$ cat src/rtl/uart_flag_pkg.sv
package uart_flag_pkg;

  localparam int STAT_W    = 32;
  localparam int POS_BRK   = 18;
  localparam int POS_MATCH = 17;
  localparam int POS_BUSY  = 16;
  localparam int POS_CTS   = 10;
  localparam int POS_CTSCH = 9;
  localparam int POS_TXE   = 7;

  typedef struct packed {
    logic brk;
    logic match;
    logic busy;
    logic cts;
    logic ctsch;
    logic txe;
  } flags_t;

  function automatic logic [STAT_W-1:0] pack_status(input flags_t f);
    logic [STAT_W-1:0] w;
    w            = '0;
    w[POS_BRK]   = f.brk;
    w[POS_MATCH] = f.match;
    w[POS_BUSY]  = f.busy;
    w[POS_CTS]   = f.cts;
    w[POS_CTSCH] = f.ctsch;
    w[POS_TXE]   = f.txe;
    return w;
  endfunction

  function automatic logic combine_irq(input flags_t f, input logic m_ie,
                                       input logic c_ie, input logic t_ie);
    return (f.match & m_ie) | (f.ctsch & c_ie) | (f.txe & t_ie);
  endfunction

endpackage

$ cat src/rtl/flag_sync.sv
module flag_sync #(
  parameter int STAGES  = 2,
  parameter bit RST_VAL = 1'b1
) (
  input  logic clk,
  input  logic rst_n,
  input  logic d_i,
  output logic q_o
);
  localparam int LAST = STAGES - 1;

  logic [LAST:0] chain;

  generate
    for (genvar s = 0; s < STAGES; s++) begin : g_stage
      if (s == 0) begin : g_first
        always_ff @(posedge clk or negedge rst_n) begin
          if (!rst_n) chain[0] <= RST_VAL;
          else        chain[0] <= d_i;
        end
      end else begin : g_next
        always_ff @(posedge clk or negedge rst_n) begin
          if (!rst_n) chain[s] <= RST_VAL;
          else        chain[s] <= chain[s-1];
        end
      end
    end
  endgenerate

  assign q_o = chain[LAST];
endmodule

$ cat src/rtl/sticky_flag.sv
module sticky_flag #(
  parameter bit RST_VAL = 1'b0
) (
  input  logic clk,
  input  logic rst_n,
  input  logic set_i,
  input  logic clr_i,
  output logic q_o
);
  always_ff @(posedge clk or negedge rst_n) begin
    if (!rst_n)     q_o <= RST_VAL;
    else if (set_i) q_o <= 1'b1;
    else if (clr_i) q_o <= 1'b0;
  end
endmodule

$ cat src/rtl/char_matcher.sv
module char_matcher #(
  parameter int DATA_W = 8
) (
  input  logic              strobe_i,
  input  logic [DATA_W-1:0] data_i,
  input  logic [DATA_W-1:0] ref_i,
  output logic              hit_o
);
  assign hit_o = strobe_i && (data_i == ref_i);
endmodule

$ cat src/rtl/uart_flag_unit.sv
module uart_flag_unit
  import uart_flag_pkg::*;
#(
  parameter int DATA_W      = 8,
  parameter int SYNC_STAGES = 2
) (
  input  logic              clk,
  input  logic              rst_n,
  input  logic              ev_tdr_moved,
  input  logic              ev_start_bit,
  input  logic              ev_rx_end,
  input  logic              ev_char_rcvd,
  input  logic [DATA_W-1:0] char_data,
  input  logic              ev_brk_stop,
  input  logic              cts_pin,
  input  logic              wr_brk_req,
  input  logic              wr_tdr,
  input  logic              wr_clr,
  input  logic              clr_match,
  input  logic              clr_cts,
  input  logic [DATA_W-1:0] match_addr,
  input  logic              match_ie,
  input  logic              cts_en,
  input  logic              cts_ie,
  input  logic              txe_ie,
  output logic [31:0]       status,
  output logic              irq
);
  // named internal events, visible to the bound checker
  logic   match_hit;
  logic   cts_sync;
  logic   cts_prev;
  logic   cts_edge;
  logic   cts_set;
  logic   match_clr;
  logic   ctsch_clr;
  flags_t flags;

  char_matcher #(.DATA_W(DATA_W)) u_match (
    .strobe_i (ev_char_rcvd),
    .data_i   (char_data),
    .ref_i    (match_addr),
    .hit_o    (match_hit)
  );

  flag_sync #(.STAGES(SYNC_STAGES), .RST_VAL(1'b1)) u_cts_sync (
    .clk   (clk),
    .rst_n (rst_n),
    .d_i   (cts_pin),
    .q_o   (cts_sync)
  );

  always_ff @(posedge clk or negedge rst_n) begin
    if (!rst_n) cts_prev <= 1'b1;
    else        cts_prev <= cts_sync;
  end

  assign cts_edge  = cts_sync ^ cts_prev;
  assign cts_set   = cts_edge & cts_en;
  assign match_clr = wr_clr & clr_match;
  assign ctsch_clr = wr_clr & clr_cts;

  sticky_flag #(.RST_VAL(1'b0)) u_brk (
    .clk(clk), .rst_n(rst_n), .set_i(wr_brk_req), .clr_i(ev_brk_stop), .q_o(flags.brk));

  sticky_flag #(.RST_VAL(1'b0)) u_mat (
    .clk(clk), .rst_n(rst_n), .set_i(match_hit), .clr_i(match_clr), .q_o(flags.match));

  sticky_flag #(.RST_VAL(1'b0)) u_busy (
    .clk(clk), .rst_n(rst_n), .set_i(ev_start_bit), .clr_i(ev_rx_end), .q_o(flags.busy));

  sticky_flag #(.RST_VAL(1'b0)) u_ctsch (
    .clk(clk), .rst_n(rst_n), .set_i(cts_set), .clr_i(ctsch_clr), .q_o(flags.ctsch));

  sticky_flag #(.RST_VAL(1'b1)) u_txe (
    .clk(clk), .rst_n(rst_n), .set_i(ev_tdr_moved), .clr_i(wr_tdr), .q_o(flags.txe));

  assign flags.cts = ~cts_sync;

  assign status = pack_status(flags);
  assign irq    = combine_irq(flags, match_ie, cts_ie, txe_ie);
endmodule

$ cat config.mk
export PLATFORM = sky130hd
export DESIGN_NAME = uart_flag_unit
export DESIGN_NICKNAME = d
export VERILOG_FILES = /design/src/rtl/uart_flag_pkg.sv /design/src/rtl/flag_sync.sv /design/src/rtl/sticky_flag.sv /design/src/rtl/char_matcher.sv /design/src/rtl/uart_flag_unit.sv
export SDC_FILE = /design/constraint.sdc
export NUM_CORES = 1
export LEC_CHECK = 0
export BUFFER_PORTS_ARGS = -buffer_cell sky130_fd_sc_hd__buf_2
export CORE_UTILIZATION = 25
export CTS_CLUSTER_DIAMETER = 120
export CTS_CLUSTER_SIZE = 8
export DETAILED_ROUTE_END_ITERATION = 6
export GPL_TIMING_DRIVEN = 0
export PLACE_DENSITY_LB_ADDON = 0.05
export SLEW_MARGIN = 25
export SYNTH_ARGS = -nofsm -noshare
export SYNTH_HDL_FRONTEND = slang
export SYNTH_SLANG_ARGS = --single-unit
$ cat constraint.sdc
create_clock -name clk -period 2.3 [get_ports clk]
set_clock_uncertainty 0.05 [all_clocks]
set_input_delay 0.115 -clock clk [delete_from_list [all_inputs] [get_ports clk]]
set_output_delay 0.115 -clock clk [all_outputs]
set_load 0.005 [all_outputs]
* After elaboration in Yosys (flattened, before gate mapping) *
Index checks and enable logic that the tools add are counted.

word-level totals
  bits in registers = 8
  bits of input ports = 33
  output and inout bits = 33
  word-level logic and storage cells = 35

cells by class
  equal/unequal tests = 1
  mux-type cells = 10
  bitwise logic cells = 10
  reductions and logical operators = 6

operator list
  operator             number
  $mux W1              10
  $reduce_bool A2 Y1   5
  $eq A8 B8 Y1         1
  $and A1 B1 Y1        6
  $or A1 B1 Y1         2
  $logic_and A1 B1 Y1  1
  $not A1 Y1           1
  $xor A1 B1 Y1        1

* Depth between registers and ports, before layout *
  depth in word-level cells = 3
  mapped depth = 3
  mapped depth without buffers = 3

* Modules after synthesis *
A second synthesis with hierarchy kept.

unflattened totals
  cells, all modules = 64
  area, all modules = 600.6 um^2

by module, submodules not included
  module                   instances  cells an instance  area an instance (um^2)  sequential area each (um^2)
  uart_flag_unit           1          35                 270.3                    26.3
  sticky_flag (u_brk ...)  4          3                  36.3                     25.0
  char_matcher             1          12                 95.1                     0.0
  flag_sync                1          2                  52.6                     52.6
  sticky_flag (u_txe)      1          3                  37.5                     26.3

* Least setup slack after synthesis *
No wires, ideal clock.

  path kind = reg-to-output
  start = register u_mat.q_o
  end = output irq
  data arrival time = 753 ps
  slack = 1382 ps
  stages on the path, launching flop included = 3
  cell sequence = dfrtp_1 a222oi_1 inv_1

between the ends
  cells in the longest elaborated chain, start to end = 3

ends and longest elaborated chain
  element                    line                  source
  start: declaration         sticky_flag.sv:8      output logic q_o
  start signal: assignment   sticky_flag.sv:11     if (!rst_n) q_o <= RST_VAL;
  start signal: assignment   sticky_flag.sv:12     else if (set_i) q_o <= 1'b1;
  start signal: assignment   sticky_flag.sv:13     else if (clr_i) q_o <= 1'b0;
  $and A1 B1 Y1              uart_flag_pkg.sv:34   return (f.match & m_ie) | (f.ctsch & c_ie) | (f.txe & t_ie);
  $or A1 B1 Y1 (2 in a row)  uart_flag_pkg.sv:34
  end: declaration           uart_flag_unit.sv:27  output logic irq

Every way passes these cells.

* Worst setup path in the final report *
Ends and elaborated chain as after synthesis.

==> summary.md <==
| Metric | Value |
|---|---|
| Critical Path End Type | primary output |
| Row cnt | 17 |
| Number of buffers inserted during clock tree synthesis | 3 |
| Floorplan core area | 2250 um2 |
| Clock slew seen by the registers of the worst setup and hold paths | 0.06 ns |
| Number of hold-slack violations in the final timing report | 0 |
| Result of the run | finished, final reports clean |
| P_int | 299 uW |
| Antenna violations before repair | 0 |
| Routing layer with the top usage in global route | met2 |
| Worst slack after detailed placement | 1.24 ns |
| Asr flop ratio synth | 1.00 |
| Critical path origin | u_mat.q_o$_DFFE_PN0P_ |
| Deepest level of the CTS H-tree | 1 |
| Cells after synthesis | 64 |
| Critical path start-end classification | register to primary output |
| Total setup violations reported at the end of the flow | 0 |
| Remaining design rule violation count | 0 |
| Most used flip-flop cell after synthesis | sky130_fd_sc_hd__dfstp_2 |
| Switch share | 0.238 |
| Power per cell area | 387 nW/um2 |
| Final standard cell count with taps included and fillers excluded | 165 |
| Iteration-0 DRC Markers | 2 |
| Port-buffer cells | 39 |
| Data arrival time of the critical path | 1.15 ns |
| Die Outline Area | 2650 um2 |
| Distinct cell type count of the synthesized netlist | 15 |
| Floorplan die height | 51.5 um |
| Total Nets Final | 171 |
| Power consumption | 393 uW |
| Portion of total power attributed to combinational logic | 0.311 |
| Setup repair after global routing missed its margin | no |
| Final Routed Wirelength | 1140 um |
| Sequential fraction of the synthesis area | 0.335 |
| DR WL/cell | 6.91 um |
| Most frequent cell after synthesis | sky130_fd_sc_hd__buf_4 |
| Top-Level Pins | 66 |
| Critical-path cell with the highest stage delay | sky130_fd_sc_hd__dfrtp_1 |
| Data required, critical path | 2.13 ns |
| Worst vdd ir | 0.000242 V |
| Worst reg2reg startpoint | u_cts_sync.q_o$_DFF_PN1_ |
| GRT Overall Usage | 0.0914 |
| Share of cells above drive strength 1 | 0.562 |
| Number of cells in the design after placement | 156 |
| Via total after detailed routing | 543 |
| GR Util met1 | 0.0889 |
| # clock sinks | 8 |
| Leading area contributor after synthesis | sky130_fd_sc_hd__buf_4 |
| Largest stage delay on the critical path | 0.39 ns |
| Maximum clock frequency | 759 MHz |
| Starting utilization of the core area | 0.272 |
| Number of synthesized register bits | 8 |
| Sum of overflow across all layers after global routing | 0 |
| Post-Synthesis Mean Instance Area | 9.58 um2 |
| Worst hold-check path type | input port to register |
| Final worst-path cycle share | 0.573 |
| Clock share of power | 0.284 |
| Avg Vias per Cell | 3.29 |
| Setup Buffers After CTS | 0 |
| Most numerous cell types in the synthesized netlist | 31 x sky130_fd_sc_hd__buf_4, 8 x sky130_fd_sc_hd__xor2_1, 5 x sky130_fd_sc_hd__inv_1 |
| Worst Min Path Start | cts_en |
| Worst hold slack across all endpoints | 0.0398 ns |
| Post-synth top area share | 0.380 |
| Crit path time final | 1.32 ns |
| Crit start category | register |
| Post-synthesis cell area | 613 um2 |
| Cell at the root of the clock tree | sky130_fd_sc_hd__clkbuf_4 |
| Hold buffer count at CTS | 5 |
| Pin count of the biggest net entering global routing | 9 |
| CTS tree | done |
| Sw Pwr | 93.4 uW |
| Number of max-capacitance violations reported | 0 |
| Reg power frac | 0.405 |
| Die outline width | 51.5 um |
| Maximum fanout count along the critical path | 3 |
| Total negative slack for setup checks | 0 ns |
| Iteration count of the initial detailed-routing pass | 4 |
| Buffers from clock root to sink, at most | 2 |
| Detailed placement HPWL | 996 um |
| Worst-path cell chain | a222oi_1 > inv_1 > buf_2 |
| Number of global-route vias before repair | 487 |
| Placer congestion estimate | 0.661 |
| Leakage power total | 0.000630 uW |
| Clock latency at the later pin of the worst-skew pair | 0.25 ns |
| Area added between synthesis and finish | 65.3% |
| Total of warnings raised by yosys | 0 |
| GRT met3 Usage | 0.0351 |
| Final count of pins violating max slew | 0 |
| Setup slack of the critical path after layout | 0.982 ns |
| GR met2 Demand/Resource | 0.175 |
| Top cells by area, synth | sky130_fd_sc_hd__buf_4 38%, sky130_fd_sc_hd__dfstp_2 17%, sky130_fd_sc_hd__dfrtp_1 16%, sky130_fd_sc_hd__xor2_1 11%, sky130_fd_sc_hd__a21o_1 3.7% |
| Number of inserted diodes | 0 |
| Post-route ant nets | 0 |
| EDFF count, synth | 0 |
| Resize count post-CTS | 0 |
| Global-route wire length before repair | 1820 um |
## kinds of logic (layout without fill, tap and decap cells)
logic type / Yosys count / in the layout / synth area share
AO/OA/AOI/OAI: 7 / 7 / 0.0959
buffers and inverters: 36 / 84 / 0.410
AND/OR/NAND/NOR: 3 / 3 / 0.0245
flip-flops: 8 / 8 / 0.335
other: 1 / 26 / 0.00612
XOR/XNOR: 9 / 9 / 0.129
## through the flow
stage                      util  area (um2)
final                     0.450        1010
after detailed placement  0.416         937
after global placement    0.416         937
after CTS                 0.450        1010
after floorplan               -         707
after global routing      0.450        1010
## state kept, by name (all words and copies together), names as in the netlist
register,flops
u_cts_sync.chain,1
u_mat.q_o,1
u_ctsch.q_o,1
u_cts_sync.q_o,1
u_busy.q_o,1
cts_prev,1
u_brk.q_o,1
u_txe.q_o,1
## power groups by stage
stage | clock network [uW] | registers [uW] | logic (uW)
after global routing | 131 | 160 | 137
after CTS | 121 | 159 | 122
after floorplan | 0 | 160 | 72.8
after global placement | 0 | 161 | 113
final | 112 | 159 | 122
after detailed placement | 0 | 161 | 115
## layout by cell type, fill, tap and decap left out, types with 3 or more instances in the layout
cell,count
sky130_fd_sc_hd__buf_4,31
sky130_fd_sc_hd__clkbuf_4,3
sky130_fd_sc_hd__dfstp_2,4
sky130_fd_sc_hd__xor2_1,8
sky130_fd_sc_hd__inv_1,5
sky130_fd_sc_hd__dlygate4sd3_1,5
sky130_fd_sc_hd__buf_2,39
sky130_fd_sc_hd__dfrtp_1,4
sky130_fd_sc_hd__a21o_1,3
sky130_fd_sc_hd__conb_1,26
## cell type report
cell class                      count  area, um2
Multi-Input combinational cell     45        250
Fill cell                         227       1240
Sequential cell                     8        205
Timing Repair Buffer               44        245
Tap cell                           28       35.0
Inverter                            5       18.8
Buffer                             31        233
Clock buffer                        4       26.3
## metal layers
metal,vias to the layer above,share of wire
met4,0,0
met5,-,0
li1,291,-
met1,217,0.36
met2,35,0.51
met3,0,0.13
## worst max-delay path, delay by kind of cell (launching register included)
family | cells | cell delay, ns
buf+inv | 2 | 0.19
compound gates | 1 | 0.33
flops | 1 | 0.39
## path summary, 6_finish.rpt
check,to,slack [ns],cells after the start
max,irq,0.98,3
min in group asynchronous,u_busy.q_o$_DFFE_PN0P_,0.18,2
min,u_ctsch.q_o$_DFFE_PN0P_,0.04,2
min reg2reg,u_cts_sync.q_o$_DFF_PN1_,0.31,0
max reg2reg,u_ctsch.q_o$_DFFE_PN0P_,1.35,2
max in group asynchronous,u_txe.q_o$_DFFE_PN1P_,1.78,2
(Power assumes the default switching activity.)
